### src/rtl/msu_pkg.sv
package msu_pkg;
  localparam int NLINES = 4;
  localparam int CTLW   = 5;
  localparam int IDX_CTS = 0;
  localparam int IDX_DSR = 1;
  localparam int IDX_RI  = 2;
  localparam int IDX_DCD = 3;
  localparam logic [NLINES-1:0] LVL_RST = 4'b1011;
  localparam logic [CTLW-1:0]   CTL_RST = 5'b01000;
  localparam int CTL_LOOP = 4;
  localparam int CTL_RTS  = 1;
  localparam int CTL_DTR  = 0;

  function automatic logic [CTLW-1:0] keep_ctl(input logic [7:0] v);
    return v[CTLW-1:0];
  endfunction

  function automatic logic [NLINES-1:0] loop_levels(input logic [CTLW-1:0] c);
    logic [NLINES-1:0] l;
    l[IDX_CTS] = c[1];
    l[IDX_DSR] = c[0];
    l[IDX_RI]  = c[2];
    l[IDX_DCD] = c[3];
    return l;
  endfunction

  function automatic logic [NLINES-1:0] delta_of(input logic [NLINES-1:0] old_l,
                                                  input logic [NLINES-1:0] new_l);
    logic [NLINES-1:0] d;
    d = old_l ^ new_l;
    d[IDX_RI] = old_l[IDX_RI] & ~new_l[IDX_RI];
    return d;
  endfunction
endpackage

### src/rtl/msu_sync.sv
module msu_sync #(
  parameter int W = 4,
  parameter int STAGES = 2,
  parameter logic [W-1:0] RST_VAL = '0
) (
  input  logic         clk,
  input  logic         rst_n,
  input  logic [W-1:0] d_i,
  output logic [W-1:0] q_o
);
  logic [W-1:0] chain [STAGES];

  generate
    for (genvar s = 0; s < STAGES; s++) begin : g_stage
      always_ff @(posedge clk or negedge rst_n) begin
        if (!rst_n) chain[s] <= RST_VAL;
        else if (s == 0) chain[s] <= d_i;
        else chain[s] <= chain[(s == 0) ? 0 : s-1];
      end
    end
  endgenerate

  assign q_o = chain[STAGES-1];
endmodule

### src/rtl/msu_ctrl.sv
module msu_ctrl
  import msu_pkg::*;
(
  input  logic            clk,
  input  logic            rst_n,
  input  logic            wr_i,
  input  logic [7:0]      wdata_i,
  output logic [CTLW-1:0] ctl_q,
  output logic            rts_o,
  output logic            dtr_o
);
  logic [CTLW-1:0] wr_val;
  logic            pin_upd;

  assign wr_val  = keep_ctl(wdata_i);
  assign pin_upd = wr_i && !wr_val[CTL_LOOP];

  always_ff @(posedge clk or negedge rst_n) begin
    if (!rst_n) begin
      ctl_q <= CTL_RST;
      rts_o <= 1'b0;
      dtr_o <= 1'b0;
    end else begin
      if (wr_i) ctl_q <= wr_val;
      if (pin_upd) begin
        rts_o <= wr_val[CTL_RTS];
        dtr_o <= wr_val[CTL_DTR];
      end
    end
  end

  p_pins_hold_loop_r8: assert property (@(posedge clk) disable iff (!rst_n)
    (wr_i && wdata_i[4]) |=> ($stable(rts_o) && $stable(dtr_o)));
  p_pins_follow_r8: assert property (@(posedge clk) disable iff (!rst_n)
    (wr_i && !wdata_i[4]) |=> (rts_o == ctl_q[CTL_RTS] && dtr_o == ctl_q[CTL_DTR]));
endmodule

### src/rtl/msu_status.sv
module msu_status
  import msu_pkg::*;
(
  input  logic              clk,
  input  logic              rst_n,
  input  logic [NLINES-1:0] src_lvl,
  input  logic              rd_i,
  output logic [NLINES-1:0] level_q,
  output logic [NLINES-1:0] delta_q,
  output logic [NLINES-1:0] new_delta
);
  logic [NLINES-1:0] kept;

  assign new_delta = delta_of(level_q, src_lvl);
  assign kept      = rd_i ? '0 : delta_q;

  always_ff @(posedge clk or negedge rst_n) begin
    if (!rst_n) begin
      level_q <= LVL_RST;
      delta_q <= '0;
    end else begin
      level_q <= src_lvl;
      delta_q <= kept | new_delta;
    end
  end

  p_sticky_r3: assert property (@(posedge clk) disable iff (!rst_n)
    !rd_i |=> ((delta_q & $past(delta_q)) == $past(delta_q)));
  p_change_flags_r3: assert property (@(posedge clk) disable iff (!rst_n)
    (((level_q ^ $past(level_q)) & 4'b1011) != 0) |-> (delta_q != 0));
  p_teri_trailing_r4: assert property (@(posedge clk) disable iff (!rst_n)
    $rose(delta_q[IDX_RI]) |-> $fell(level_q[IDX_RI]));
  p_clear_on_read_r5: assert property (@(posedge clk) disable iff (!rst_n)
    (rd_i && new_delta == 0) |=> (delta_q == 0));
  p_survive_read_r6: assert property (@(posedge clk) disable iff (!rst_n)
    (rd_i && new_delta != 0) |=> (delta_q != 0));
endmodule

### src/rtl/modem_status_unit.sv
module modem_status_unit
  import msu_pkg::*;
#(
  parameter int SYNC_STAGES = 2
) (
  input  logic            clk,
  input  logic            rst_n,
  input  logic            ctl_wr_i,
  input  logic [7:0]      ctl_wdata_i,
  output logic [CTLW-1:0] ctl_q_o,
  input  logic            st_rd_i,
  output logic [7:0]      st_q_o,
  input  logic            cts_i,
  input  logic            dsr_i,
  input  logic            ri_i,
  input  logic            dcd_i,
  output logic            rts_o,
  output logic            dtr_o,
  output logic            msc_irq_o
);
  logic [NLINES-1:0] pins, pins_s, src_lvl, level_q, delta_q, new_delta;
  logic              loop_on;

  assign pins = {dcd_i, ri_i, dsr_i, cts_i};

  msu_sync #(.W(NLINES), .STAGES(SYNC_STAGES), .RST_VAL(LVL_RST)) u_sync (
    .clk(clk), .rst_n(rst_n), .d_i(pins), .q_o(pins_s));

  msu_ctrl u_ctrl (
    .clk(clk), .rst_n(rst_n), .wr_i(ctl_wr_i), .wdata_i(ctl_wdata_i),
    .ctl_q(ctl_q_o), .rts_o(rts_o), .dtr_o(dtr_o));

  assign loop_on = ctl_q_o[CTL_LOOP];
  assign src_lvl = loop_on ? loop_levels(ctl_q_o) : pins_s;

  msu_status u_status (
    .clk(clk), .rst_n(rst_n), .src_lvl(src_lvl), .rd_i(st_rd_i),
    .level_q(level_q), .delta_q(delta_q), .new_delta(new_delta));

  assign st_q_o    = {level_q, delta_q};
  assign msc_irq_o = |delta_q;

  p_irq_rise_r10: assert property (@(posedge clk) disable iff (!rst_n)
    $rose(msc_irq_o) |-> $past(new_delta) != 0);
  p_loop_levels_r9: assert property (@(posedge clk) disable iff (!rst_n)
    (loop_on && $stable(ctl_q_o)) |=> (level_q == loop_levels($past(ctl_q_o))));
endmodule

### config.mk
export PLATFORM = sky130hd
export DESIGN_NAME = modem_status_unit
export DESIGN_NICKNAME = d
export VERILOG_FILES = /design/src/rtl/msu_pkg.sv /design/src/rtl/msu_sync.sv /design/src/rtl/msu_ctrl.sv /design/src/rtl/msu_status.sv /design/src/rtl/modem_status_unit.sv
export SDC_FILE = /design/constraint.sdc
export NUM_CORES = 1
export LEC_CHECK = 0
export BUFFER_PORTS_ARGS = -buffer_cell sky130_fd_sc_hd__buf_2
export CORE_MARGIN = 2
export CORE_UTILIZATION = 46
export CTS_BUF_LIST = sky130_fd_sc_hd__clkbuf_4 sky130_fd_sc_hd__clkbuf_8 sky130_fd_sc_hd__clkbuf_16
export DETAILED_ROUTE_END_ITERATION = 7
export PLACE_DENSITY = 0.73
export SLEW_MARGIN = 5
export SYNTH_ARGS = -nofsm -noshare
export SYNTH_HDL_FRONTEND = slang
export SYNTH_SLANG_ARGS = --single-unit
### constraint.sdc
create_clock -name clk -period 1.2 [get_ports clk]
set_input_delay 0.12 -clock clk [delete_from_list [all_inputs] [get_ports clk]]
set_output_delay 0.12 -clock clk [all_outputs]
set_load 0.05 [all_outputs]
---- Word-level counts from Yosys, hierarchy flattened ----
Index checks and enable logic that the tools add are counted.
cells by class
  shifts and indexed selects .............. 0
  $add $sub $neg .......................... 0
  divide/modulo/power cells ............... 0
  $lt $le $gt $ge ......................... 0
  eq/ne operators ......................... 0
  reduce and logical (&&, ||, !) cells .... 3
  multiply operators ...................... 0
  bitwise operators ....................... 4
  mux-type cells .......................... 2
operators with widths
  operator            number
  4-bit two-way mux   2
  4-bit OR            1
  4-bit OR reduction  1
  4-bit bitwise XOR   1
  1-bit AND           1
  1-bit logical AND   1
  1-bit logical NOT   1
  1-bit NOT           1
storage, ports and cells
  memory bits (writable) .................. 0
  bits of input ports ..................... 16
  logic and storage cells ................. 16
  memories ................................ 0
  bits in registers ....................... 23
  bits in latches ......................... 0
  ROM bits ................................ 0
  output and inout port bits .............. 16

---- Depth between registers and ports, before layout ----
  depth after elaboration ................. 4
  mapped depth ............................ 3
  mapped depth without buffers ............ 3

---- Modules after synthesis ----
Synthesis repeated with hierarchy kept, for this count alone.
second synthesis, totals
  cells, all modules ...................... 49
  area total of the unflattened synthesis .. 833.3 um^2
by module, submodules not included
  module             area each (um^2)  cells an instance  times used  seq. area each (um^2)
  msu_ctrl           272.8             15                 1           176.4
  msu_status         270.3             17                 1           203.9
  msu_sync           237.7             12                 1           207.7
  modem_status_unit  52.6              5                  1           0.0

---- Least setup slack after synthesis ----
Ideal clock, no wire load.
  path type ............................... register -> output
  start point ............................. register u_status.delta_q[1]
  end point ............................... output port msc_irq_o
  path buffers ............................ 0
  arrival ................................. 1.382 ns
  cell stages (with the launch flop) ...... 2
  required time ........................... 1.080 ns
  setup slack ............................. -0.302 ns
  cell sequence ........................... dfrtp_1 or4_1
on the way
  cells in the longest elaborated chain, start to end .. 1
ends and longest elaborated chain
  what                      line                     RTL
  start: declaration        msu_status.sv:9          output logic [NLINES-1:0] delta_q,
  start signal: assignment  msu_status.sv:23         delta_q <= kept | new_delta;
  4-bit OR reduction        modem_status_unit.sv:41  assign msc_irq_o = |delta_q;
  end: declaration          modem_status_unit.sv:19  output logic msc_irq_o
No other way between the ends.

---- Final worst setup path ----
  start point ............................. register u_status.delta_q[2]
  end point ............................... output port msc_irq_o
Same word-level chain as after synthesis.

==> results.py <==
metrics = {
    "outcome": {
        "outcome": "finished with violations",
        "violations": "negative setup slack",
    },
    "clocking": {
        "clockBufferDepth": 2,
        "clock-root-buffer": "clkbuf_4",
        "numCtsBuffers": 3,
        "htree_levels": 1,
        "cts_tree": "done",
        "clock_sinks": 23,
        "clkTransAtPathRegs_ps": 120,
        "worstSkewPairLatency_ps": 300,
    },
    "pwr": {
        "p_clk_share_pct": 19.7,
        "seqPwrFrac_pct": 50.1,
        "p_sw_uw": 638.3,
        "ir_drop_mv": 0.8427,
        "switching_share_pct": 33.96,
        "power_leakage_nw": 0.5324,
        "power_per_cell_area_mw_per_mm2": 1615,
        "p_comb_share_pct": 30.3,
        "p_int_mw": 1.241,
    },
    "sta": {
        "tightestPinTransition_ps": 484.7,
        "setup_violations": 1,
        "min_period_over_period_pct": 128.9,
        "rsz0062_at_grt": "true",
        "hold_violations": 0,
        "finalCriticalPeriod_ps": 1547,
        "fin_skew_ps": 2.903,
        "slew_headroom_pct": 67.69,
        "finalSetupTns_ps": -347.2,
        "setup_slack_ps": -347.2,
        "drv_slew": 0,
        "fmax_mhz": 646.3,
    },
    "die": {
        "core_area_mm2": 0.001727,
        "num_rows": 15,
        "fp.dieH_um": 46.82,
        "start_util_pct": 48.84,
        "io_pins": 32,
        "chipWidth_um": 46.82,
        "die_area_mm2": 0.002192,
    },
    "route": {
        "antenna_left": 0,
        "num_vias": 542,
        "wl_mm": 1.377,
        "drc": 0,
        "routedWlPerCell_um": 11.97,
        "vias_per_cell": 4.713,
        "drtIter0Drc": 1,
        "dr.pass1.iters": 2,
    },
    "global_routing": {
        "grtUsageTotal_pct": 14.81,
        "antenna_found_initial": 0,
        "grt_pass1_wl_mm": 2.194,
        "grt_pass1_vias": 545,
        "grt_start_max_net_pins": 24,
        "grt_overflow": 0,
    },
    "worst_setup_path": {
        "cp_max_fo": 2,
        "required_ps": 1080,
        "end_kind": "primary output",
        "rrSetupSlack_ps": 70,
        "cp.arrival_ps": 1430,
        "rr_worst_depth": 3,
        "start_kind": "flop",
        "crit-reg2reg-launch": "u_ctrl.ctl_q[4]",
        "crit_type": "flop to primary output",
        "setup.worst_path.start": "u_status.delta_q[2]",
    },
    "yosys": {
        "synth_area_leaders": "dfrtp_1, dfstp_2, mux2_2, mux2_4, nor3_2",
        "synth-seq-area-share_pct": 69.73,
        "synth-simple-area-share_pct": 10.83,
        "synthTopCellsByCount": "dfrtp_1, dfstp_2, mux2_2",
        "synthArstFlopShare_pct": 100.0,
        "synth_ff_type": "dfrtp_1",
        "avgSynthCellArea_um2": 16.54,
        "synthDominantCellAreaShare_pct": 38.58,
        "ys_seq_elements": 23,
        "synthAdderAreaFrac_pct": 0,
        "synth_compound_area_share_pct": 2.522,
        "synth-xor-area-share_pct": 0,
        "synth_top_family_by_area": "multiplexers",
        "yosys.area.top_type": "dfrtp_1",
        "ys_warn_count": 0,
        "synth_most_common_cell": "dfrtp_1",
        "synthesis.nets": 67,
        "muxShareOfSynthArea_pct": 16.02,
        "synth_edf_count": 0,
        "synth_cells": 51,
        "synth_cell_types": 12,
        "netlist_area_um2": 843.3,
    },
    "place": {
        "gp_congestion": 0.6723,
        "dp.cells": 104,
        "dpl-instance-area_mm2": 0.001025,
        "io_buffers": 28,
    },
    "final_layout": {
        "postLayoutCoreUtil_pct": 67.39,
        "syn_to_final_growth_pct": 37.98,
        "fill_cells": 139,
        "fin_area_mm2": 0.001164,
        "finalNonFillerCells": 115,
        "drive_above_1_share_pct": 73.33,
        "diodes": 0,
        "nets": 107,
    },
    "hold_path": {
        "hold_class": "primary input to flop",
        "holdPathStages": 2,
        "hold_start": "st_rd_i",
    },
    "job": {
        "cap_violations": 0,
    },
}
[layout by cell type (no fill, tap or decap)]
| cell | count |
|---|---|
| a21oi_1 | 3 |
| nor3_2 | 3 |
| dfstp_2 | 10 |
| buf_6 | 5 |
| and2b_2 | 2 |
| buf_8 | 1 |
| buf_4 | 2 |
| mux2_2 | 8 |
| dfrtp_2 | 5 |
| and2b_1 | 4 |
| nand2b_1 | 1 |
| dfrtp_1 | 8 |
| mux2_4 | 3 |
| inv_1 | 2 |
| o22ai_1 | 1 |
| or4_4 | 1 |
| buf_2 | 21 |
| clkbuf_4 | 5 |
| dlygate4sd3_1 | 5 |
[cells by family after synthesis]
group | Yosys count
DFF | 23
muxes | 11
and+or+nand+nor | 11
AOI/OAI and AO/OA | 4
buffers and inverters | 2
[worst paths after layout]
check | to
hold reg to reg | u_sync.q_o[3]
setup reg to reg | u_status.delta_q[0]
hold / removal | u_status.delta_q[2]
max in group asynchronous | u_ctrl.ctl_q[4]
min in group asynchronous | u_status.delta_q[1]
setup / recovery | msc_irq_o
[power by group through the flow]
stage,clock (mW),combinational [mW],sequential (mW)
final,0.370,0.569,0.941
after CTS,0.386,0.540,0.941
after global routing,0.405,0.602,0.952
after global placement,0,0.496,0.948
after detailed placement,0,0.503,0.954
after floorplan,0,0.124,1.20
[metrics by stage]
| step | hold WS (ps) | total power, mW | worst slack [ps] |
|---|---|---|---|
| 2_1_floorplan | -175.6 | 1.324 | -93.91 |
| 4_1_cts | 11.41 | 1.867 | -356.8 |
| 3_5_place_dp | 112.0 | 1.457 | -49.67 |
| 5_1_grt | 26.74 | 1.959 | -378.9 |
| 6_report | 18.93 | 1.880 | -347.2 |
| 3_3_place_gp | 104.5 | 1.444 | -34.38 |
[what timing repair did]
action,CTS,global route
hold buffers,5,0
setup buffers,1,2
endpoints found under the hold margin,17,0
resized for setup,7,8
setup endpoints to repair,5,6
pin swaps,0,0
[layout make-up]
class	count	area [µm²]	share of cell area [%]
well taps	25	31.28	2.688
inverters	2	7.507	0.6452
multi-input cells	26	251.5	21.61
flip-flops and latches	23	594.3	51.08
clock buffers	4	30.03	2.581
repair buffers	35	249.0	21.40
[flip-flops by register name (all words and copies together), names as in the netlist]
| name | cells |
|---|---|
| u_ctrl.ctl_q | 5 |
| u_ctrl.dtr_o | 1 |
| u_ctrl.rts_o | 1 |
| u_status.delta_q | 4 |
| u_status.level_q | 4 |
| u_sync.chain | 4 |
| u_sync.q_o | 4 |
[critical path: stages, from the launching register on]
cell     delay [ps]
dfrtp_2         420
or4_4           530
buf_6           170
[layer usage]
layer | up-vias | share of wire [%] | global-route usage [%]
met3 | 4 | 6.6 | 2.308
met4 | 0 | 1.5 | 8.333
li1 | 252 | - | -
met2 | 24 | 53 | 26.30
met1 | 262 | 39 | 16.88
met5 | - | 0 | 0
No activity file was read; power rests on OpenSTA's default activity.
